**config.mk**
```make
export PLATFORM = sky130hd
export DESIGN_NAME = rxq_squelch
export DESIGN_NICKNAME = d
export VERILOG_FILES = /design/src/rtl/rxq_pkg.sv /design/src/rtl/rxq_sync.sv /design/src/rtl/rxq_pulse_filter.sv /design/src/rtl/rxq_gap_timer.sv /design/src/rtl/rxq_out_ctrl.sv /design/src/rtl/rxq_squelch.sv
export SDC_FILE = /design/constraint.sdc
export NUM_CORES = 1
export LEC_CHECK = 0
export BUFFER_PORTS_ARGS = -buffer_cell sky130_fd_sc_hd__buf_2
export CAP_MARGIN = 5
export CORE_AREA = 2 2 39 41
export CTS_CLUSTER_DIAMETER = 30
export DETAILED_ROUTE_END_ITERATION = 10
export DIE_AREA = 0 0 41 43
export SETUP_SLACK_MARGIN = 0.3
export SLEW_MARGIN = 10
export SYNTH_ARGS = -nofsm -noshare
export SYNTH_HDL_FRONTEND = slang
export SYNTH_SLANG_ARGS = --single-unit
```
**constraint.sdc**
```tcl
create_clock -name clk -period 2.08 [get_ports clk]
set_clock_uncertainty 0.15 [all_clocks]
set_input_delay 0.208 -clock clk [delete_from_list [all_inputs] [get_ports clk]]
set_output_delay 0.208 -clock clk [all_outputs]
set_load 0.01 [all_outputs]
```
**src/rtl/rxq_pkg.sv**
```systemverilog
package rxq_pkg;

    localparam int unsigned DEF_MIN_PULSE   = 3;
    localparam int unsigned DEF_MAX_GAP     = 20;
    localparam int unsigned DEF_SYNC_STAGES = 2;

    typedef struct packed {
        logic rx;
        logic lvl;
    } line_t;

    typedef struct packed {
        logic level;
        logic edge_seen;
    } filt_t;

    typedef struct packed {
        logic valid;
        logic drv;
        logic data;
    } rx_out_t;

    typedef enum logic [0:0] {
        OUT_IDLE  = 1'b0,
        OUT_DRIVE = 1'b1
    } out_state_e;

    function automatic int unsigned cnt_w(int unsigned n);
        return (n < 2) ? 1 : $clog2(n + 1);
    endfunction

endpackage

```
**src/rtl/rxq_sync.sv**
```systemverilog
module rxq_sync #(
    parameter int unsigned WIDTH  = 2,
    parameter int unsigned STAGES = 2
) (
    input  logic             clk,
    input  logic             rst,
    input  logic [WIDTH-1:0] d_i,
    output logic [WIDTH-1:0] q_o
);
    logic [WIDTH-1:0] stg [STAGES];

    for (genvar g = 0; g < STAGES; g++) begin : g_stage
        if (g == 0) begin : g_first
            always_ff @(posedge clk) begin
                if (rst) stg[g] <= '0;
                else     stg[g] <= d_i;
            end
        end else begin : g_next
            always_ff @(posedge clk) begin
                if (rst) stg[g] <= '0;
                else     stg[g] <= stg[g-1];
            end
        end
    end

    assign q_o = stg[STAGES-1];
endmodule

```
**src/rtl/rxq_pulse_filter.sv**
```systemverilog
module rxq_pulse_filter
    import rxq_pkg::*;
#(
    parameter int unsigned MIN_PULSE = DEF_MIN_PULSE
) (
    input  logic  clk,
    input  logic  rst,
    input  logic  din_i,
    output filt_t filt_o
);
    localparam int unsigned CW = cnt_w(MIN_PULSE);
    localparam logic [CW-1:0] LAST = CW'(MIN_PULSE - 1);

    logic [CW-1:0] run_q;
    logic          level_q;
    logic          edge_q;
    logic          differs;

    assign differs = (din_i != level_q);

    always_ff @(posedge clk) begin
        if (rst) begin
            run_q   <= '0;
            level_q <= 1'b0;
            edge_q  <= 1'b0;
        end else begin
            edge_q <= 1'b0;
            if (!differs) begin
                run_q <= '0;
            end else if (run_q == LAST) begin
                run_q   <= '0;
                level_q <= din_i;
                edge_q  <= 1'b1;
            end else begin
                run_q <= run_q + 1'b1;
            end
        end
    end

    assign filt_o.level     = level_q;
    assign filt_o.edge_seen = edge_q;
endmodule

```
**src/rtl/rxq_gap_timer.sv**
```systemverilog
module rxq_gap_timer
    import rxq_pkg::*;
#(
    parameter int unsigned MAX_GAP = DEF_MAX_GAP
) (
    input  logic clk,
    input  logic rst,
    input  logic edge_i,
    output logic alive_o
);
    localparam int unsigned GW = cnt_w(MAX_GAP);
    localparam logic [GW-1:0] GAP_END = GW'(MAX_GAP - 1);

    logic [GW-1:0] gap_q;
    logic          alive_q;

    always_ff @(posedge clk) begin
        if (rst) begin
            gap_q   <= '0;
            alive_q <= 1'b0;
        end else if (edge_i) begin
            gap_q   <= '0;
            alive_q <= 1'b1;
        end else if (alive_q) begin
            if (gap_q == GAP_END) begin
                alive_q <= 1'b0;
                gap_q   <= '0;
            end else begin
                gap_q <= gap_q + 1'b1;
            end
        end
    end

    assign alive_o = alive_q;
endmodule

```
**src/rtl/rxq_out_ctrl.sv**
```systemverilog
module rxq_out_ctrl
    import rxq_pkg::*;
(
    input  logic    clk,
    input  logic    rst,
    input  logic    alive_i,
    input  logic    lvl_i,
    input  logic    level_i,
    output rx_out_t out_o
);
    out_state_e state_q, state_d;
    logic       qual;
    logic       valid_q;
    logic       data_q;

    assign qual = alive_i & lvl_i;

    always_comb begin
        state_d = state_q;
        case (state_q)
            OUT_IDLE:  if (qual)  state_d = OUT_DRIVE;
            OUT_DRIVE: if (!qual) state_d = OUT_IDLE;
            default:              state_d = OUT_IDLE;
        endcase
    end

    always_ff @(posedge clk) begin
        if (rst) begin
            state_q <= OUT_IDLE;
            valid_q <= 1'b0;
            data_q  <= 1'b0;
        end else begin
            state_q <= state_d;
            valid_q <= qual;
            data_q  <= qual ? level_i : 1'b0;
        end
    end

    assign out_o.valid = valid_q;
    assign out_o.drv   = (state_q == OUT_DRIVE);
    assign out_o.data  = data_q;
endmodule

```
**src/rtl/rxq_squelch.sv**
```systemverilog
module rxq_squelch
    import rxq_pkg::*;
#(
    parameter int unsigned MIN_PULSE   = DEF_MIN_PULSE,
    parameter int unsigned MAX_GAP     = DEF_MAX_GAP,
    parameter int unsigned SYNC_STAGES = DEF_SYNC_STAGES
) (
    input  logic clk,
    input  logic rst,
    input  logic rx_bit_i,
    input  logic level_ok_i,
    output logic data_valid_o,
    output logic drv_en_o,
    output logic rx_data_o
);
    line_t   line_raw, line_s;
    filt_t   filt;
    rx_out_t outs;
    logic    lvl_s;
    logic    flt_level;
    logic    flt_edge;
    logic    alive;

    assign line_raw.rx  = rx_bit_i;
    assign line_raw.lvl = level_ok_i;

    rxq_sync #(.WIDTH($bits(line_t)), .STAGES(SYNC_STAGES)) u_sync (
        .clk (clk),
        .rst (rst),
        .d_i (line_raw),
        .q_o (line_s)
    );

    assign lvl_s = line_s.lvl;

    rxq_pulse_filter #(.MIN_PULSE(MIN_PULSE)) u_filt (
        .clk    (clk),
        .rst    (rst),
        .din_i  (line_s.rx),
        .filt_o (filt)
    );

    assign flt_level = filt.level;
    assign flt_edge  = filt.edge_seen;

    rxq_gap_timer #(.MAX_GAP(MAX_GAP)) u_gap (
        .clk     (clk),
        .rst     (rst),
        .edge_i  (flt_edge),
        .alive_o (alive)
    );

    rxq_out_ctrl u_ctrl (
        .clk     (clk),
        .rst     (rst),
        .alive_i (alive),
        .lvl_i   (lvl_s),
        .level_i (flt_level),
        .out_o   (outs)
    );

    assign data_valid_o = outs.valid;
    assign drv_en_o     = outs.drv;
    assign rx_data_o    = outs.data;
endmodule

```
==> run_results.csv <==
group,metric,value,unit
power_and_ir_drop,vdd_ir_drop_max,0.414,mV
job,cap_violations,0,
power_and_ir_drop,power_leakage,0.278,nW
floorplanning,dieArea,0.00176,sq mm
power_and_ir_drop,intPower,0.000425,W
clock_tree,cts_max_level,1,
critical_path,r2r_slack,700,ps
clock_tree,cts_root_buf,"clkbuf_4",
clock_tree,cts_tree,"done",
global_route,grt_usage,0.132,
placement,portBuffers,6,
power_and_ir_drop,p_clk_frac,0.381,
yosys,synthMuxAreaShare,0.0333,
power_and_ir_drop,seqPwrFrac,0.591,
sta,post-route-period-util,0.665,
power_and_ir_drop,power_switching,0.000102,W
sta,whs,105,ps
clock_tree,post-cts-setup-buffers,0,
yosys,synthAdderAreaFrac,0.0417,
critical_path,crit_type,"reg2reg",
yosys,synth_area,601,sq um
yosys,synth_seq_cells,16,
critical_path,startpoint_type,"flip-flop",
yosys,synth_cells,58,
power_and_ir_drop,p_comb_frac,0.027,
detailed_routing,drtIter0Drc,3,
status,status,"completed",
layout,fill_cells,131,
hold_path,hold_path_class,"in2reg",
sta,fmax,723,MHz
detailed_routing,firstDrtPassIters,2,
power_and_ir_drop,power_density,765,mW/mm^2
floorplanning,rows,14,
floorplanning,fp.dieW,41,microns
yosys,synth_area_per_cell,10.4,sq um
sta,relSlewSlack,0.804,
global_route,antenna_found_initial,0,
yosys,synth_cell_type_count,25,
yosys,synth_compound_area_frac,0.0729,
floorplanning,io_pins,7,
floorplanning,core,0.00138,sq mm
sta,finalWorstPathRequiredPeriod,1380,ps
detailed_routing,postRouteWirelength,864,microns
clock_tree,worstSkewPairLatency,280,ps
global_route,grt_max_degree,15,
clock_tree,cts_buffers,3,
sta,rsz0062_at_grt,"false",
detailed_routing,vias,403,
yosys,ys_seq_area_frac,0.533,
yosys,synth_warnings,0,
layout,nNetsFinal,74,
critical_path,cp.required,2140,ps
yosys,synth_xor_area_frac,0.0292,
clock_tree,path_clk_slew,90,ps
layout,area_delta_synth_final,14.6,%
yosys,synth_top_family_by_area,"simple AND/OR/NAND/NOR gates",
placement,place_congestion,0.643,
global_route,grt_first_pass_wirelength,1520,microns
sta,hold_viol,0,
global_route,grt_pass1_vias,373,
clock_tree,cts_sinks,16,
clock_tree,cts_max_path_buffers,2,
global_route,grt_overflow,0,
sta,worst_pin_slew,293,ps
sta,drv_slew,0,
power_and_ir_drop,swShare,0.194,
placement,dp_hpwl,577,microns
layout,diodes,0,
critical_path,cp_max_fo,4,
sta,fin_setup_tns,0,ps
layout,final_cell_mix,"dfxtp_1, nor2b_1, buf_2",
yosys,yosys.area_share.simple,0.240,
detailed_routing,ant_nets,0,
detailed_routing,drc,0,
yosys,syn_nets,64,
floorplanning,start_util,0.434,
sta,setup_violations,0,
layout,layout-drive-gt1-share,0.179,
critical_path,end_kind,"flip-flop",
detailed_routing,wl_per_cell,10.4,microns
floorplanning,die_height,43,microns
layout,final_common_cell,"dfxtp_1",
critical_path,cp_data_arrival_time,1440,ps
detailed_routing,via_per_inst,4.86,
flip-flops by register name, summed over array words and instances, names as in the netlist:
signal,cells
u_gap.gap_q,5
u_filt.edge_q,1
u_ctrl.data_q,1
u_ctrl.valid_q,1
u_filt.level_q,1
u_filt.run_q,2
u_gap.alive_o,1
u_sync.stg,4
stage by stage:
step / area (sq um) / power (W) / setup slack (ps) / util / instances
2_1_floorplan: 601 / 0.000326 / 783 / - / 58
3_3_place_gp: 632 / 0.000330 / 742 / 0.457 / 77
6_report: 688 / 0.000527 / 697 / 0.497 / 83
5_1_grt: 688 / 0.000555 / 620 / 0.497 / 83
3_5_place_dp: 632 / 0.000331 / 709 / 0.457 / 77
4_1_cts: 688 / 0.000537 / 694 / 0.497 / 83
cell type report:
class                      count  area, sq um  area share
multi-input combinational     36          250       0.364
inverter                       3         11.3      0.0164
sequential                    16          320       0.465
tap                           16         20.0      0.0291
timing repair buffer           8         50.0      0.0727
clock buffer                   4         36.3      0.0527
power groups by stage:
stage | combinational [W] | sequential (W) | clock (W)
after floorplan | 0.00000762 | 0.000318 | 0
after global placement | 0.0000116 | 0.000319 | 0
after detailed placement | 0.0000118 | 0.000319 | 0
after CTS | 0.0000146 | 0.000312 | 0.000211
after global routing | 0.0000162 | 0.000312 | 0.000227
final | 0.0000144 | 0.000312 | 0.000201
final timing paths:
path,from,to,cells after the start
min reg2reg,u_filt.run_q[0],u_filt.run_q[0],1
min,rst,u_gap.alive_o,2
max,u_gap.gap_q[0],u_gap.gap_q[2],4
max reg2reg,u_gap.gap_q[0],u_gap.gap_q[2],4
cell usage after synthesis, drive strengths merged:
cell / number / area (sq um)
a211oi: 2 / 20.0
a21oi: 1 / 5.00
and2: 1 / 6.26
and3b: 1 / 8.76
and4b: 1 / 10.0
buf: 3 / 18.8
dfxtp: 16 / 320
ha: 2 / 25.0
inv: 3 / 11.3
mux2i: 2 / 20.0
nand2: 2 / 10.0
nand2b: 1 / 6.26
nand3: 1 / 5.00
nand4: 1 / 6.26
nand4bb: 1 / 11.3
nor2: 3 / 11.3
nor2b: 6 / 37.5
nor3: 5 / 25.0
o21ai: 2 / 10.0
o41ai: 1 / 8.76
or3: 1 / 6.26
xor2: 2 / 17.5
kinds of logic (layout without fill, tap and decap cells):
logic type	count (synthesis)	in the layout
and+or+nand+nor	24	24
DFF	16	16
AOI/OAI and AO/OA	6	6
buffers and inverters	6	15
adders and majority gates	2	2
xor gates and xnor gates	2	2
muxes	2	2
critical path, cell delays in order (launching register included):
cell	delay (ps)
dfxtp_1	380
ha_1	220
nand2_2	70
or3_1	330
a211oi_2	170
per-layer routing:
metal | vias up | global-route usage | part of all wire | wire [microns]
met3 | 2 | 0.0314 | 0.039 | 34
li1 | 214 | - | - | -
met1 | 179 | 0.175 | 0.50 | 432
met2 | 8 | 0.175 | 0.44 | 384
met5 | - | 0 | 0 | 0
met4 | 0 | 0.100 | 0.014 | 12
timing repair:
item,CTS,global route
hold buffers,2,0
endpoints found under the hold margin,2,0
resized for setup,0,0
Note: power is estimated with default switching activity, not from simulation.
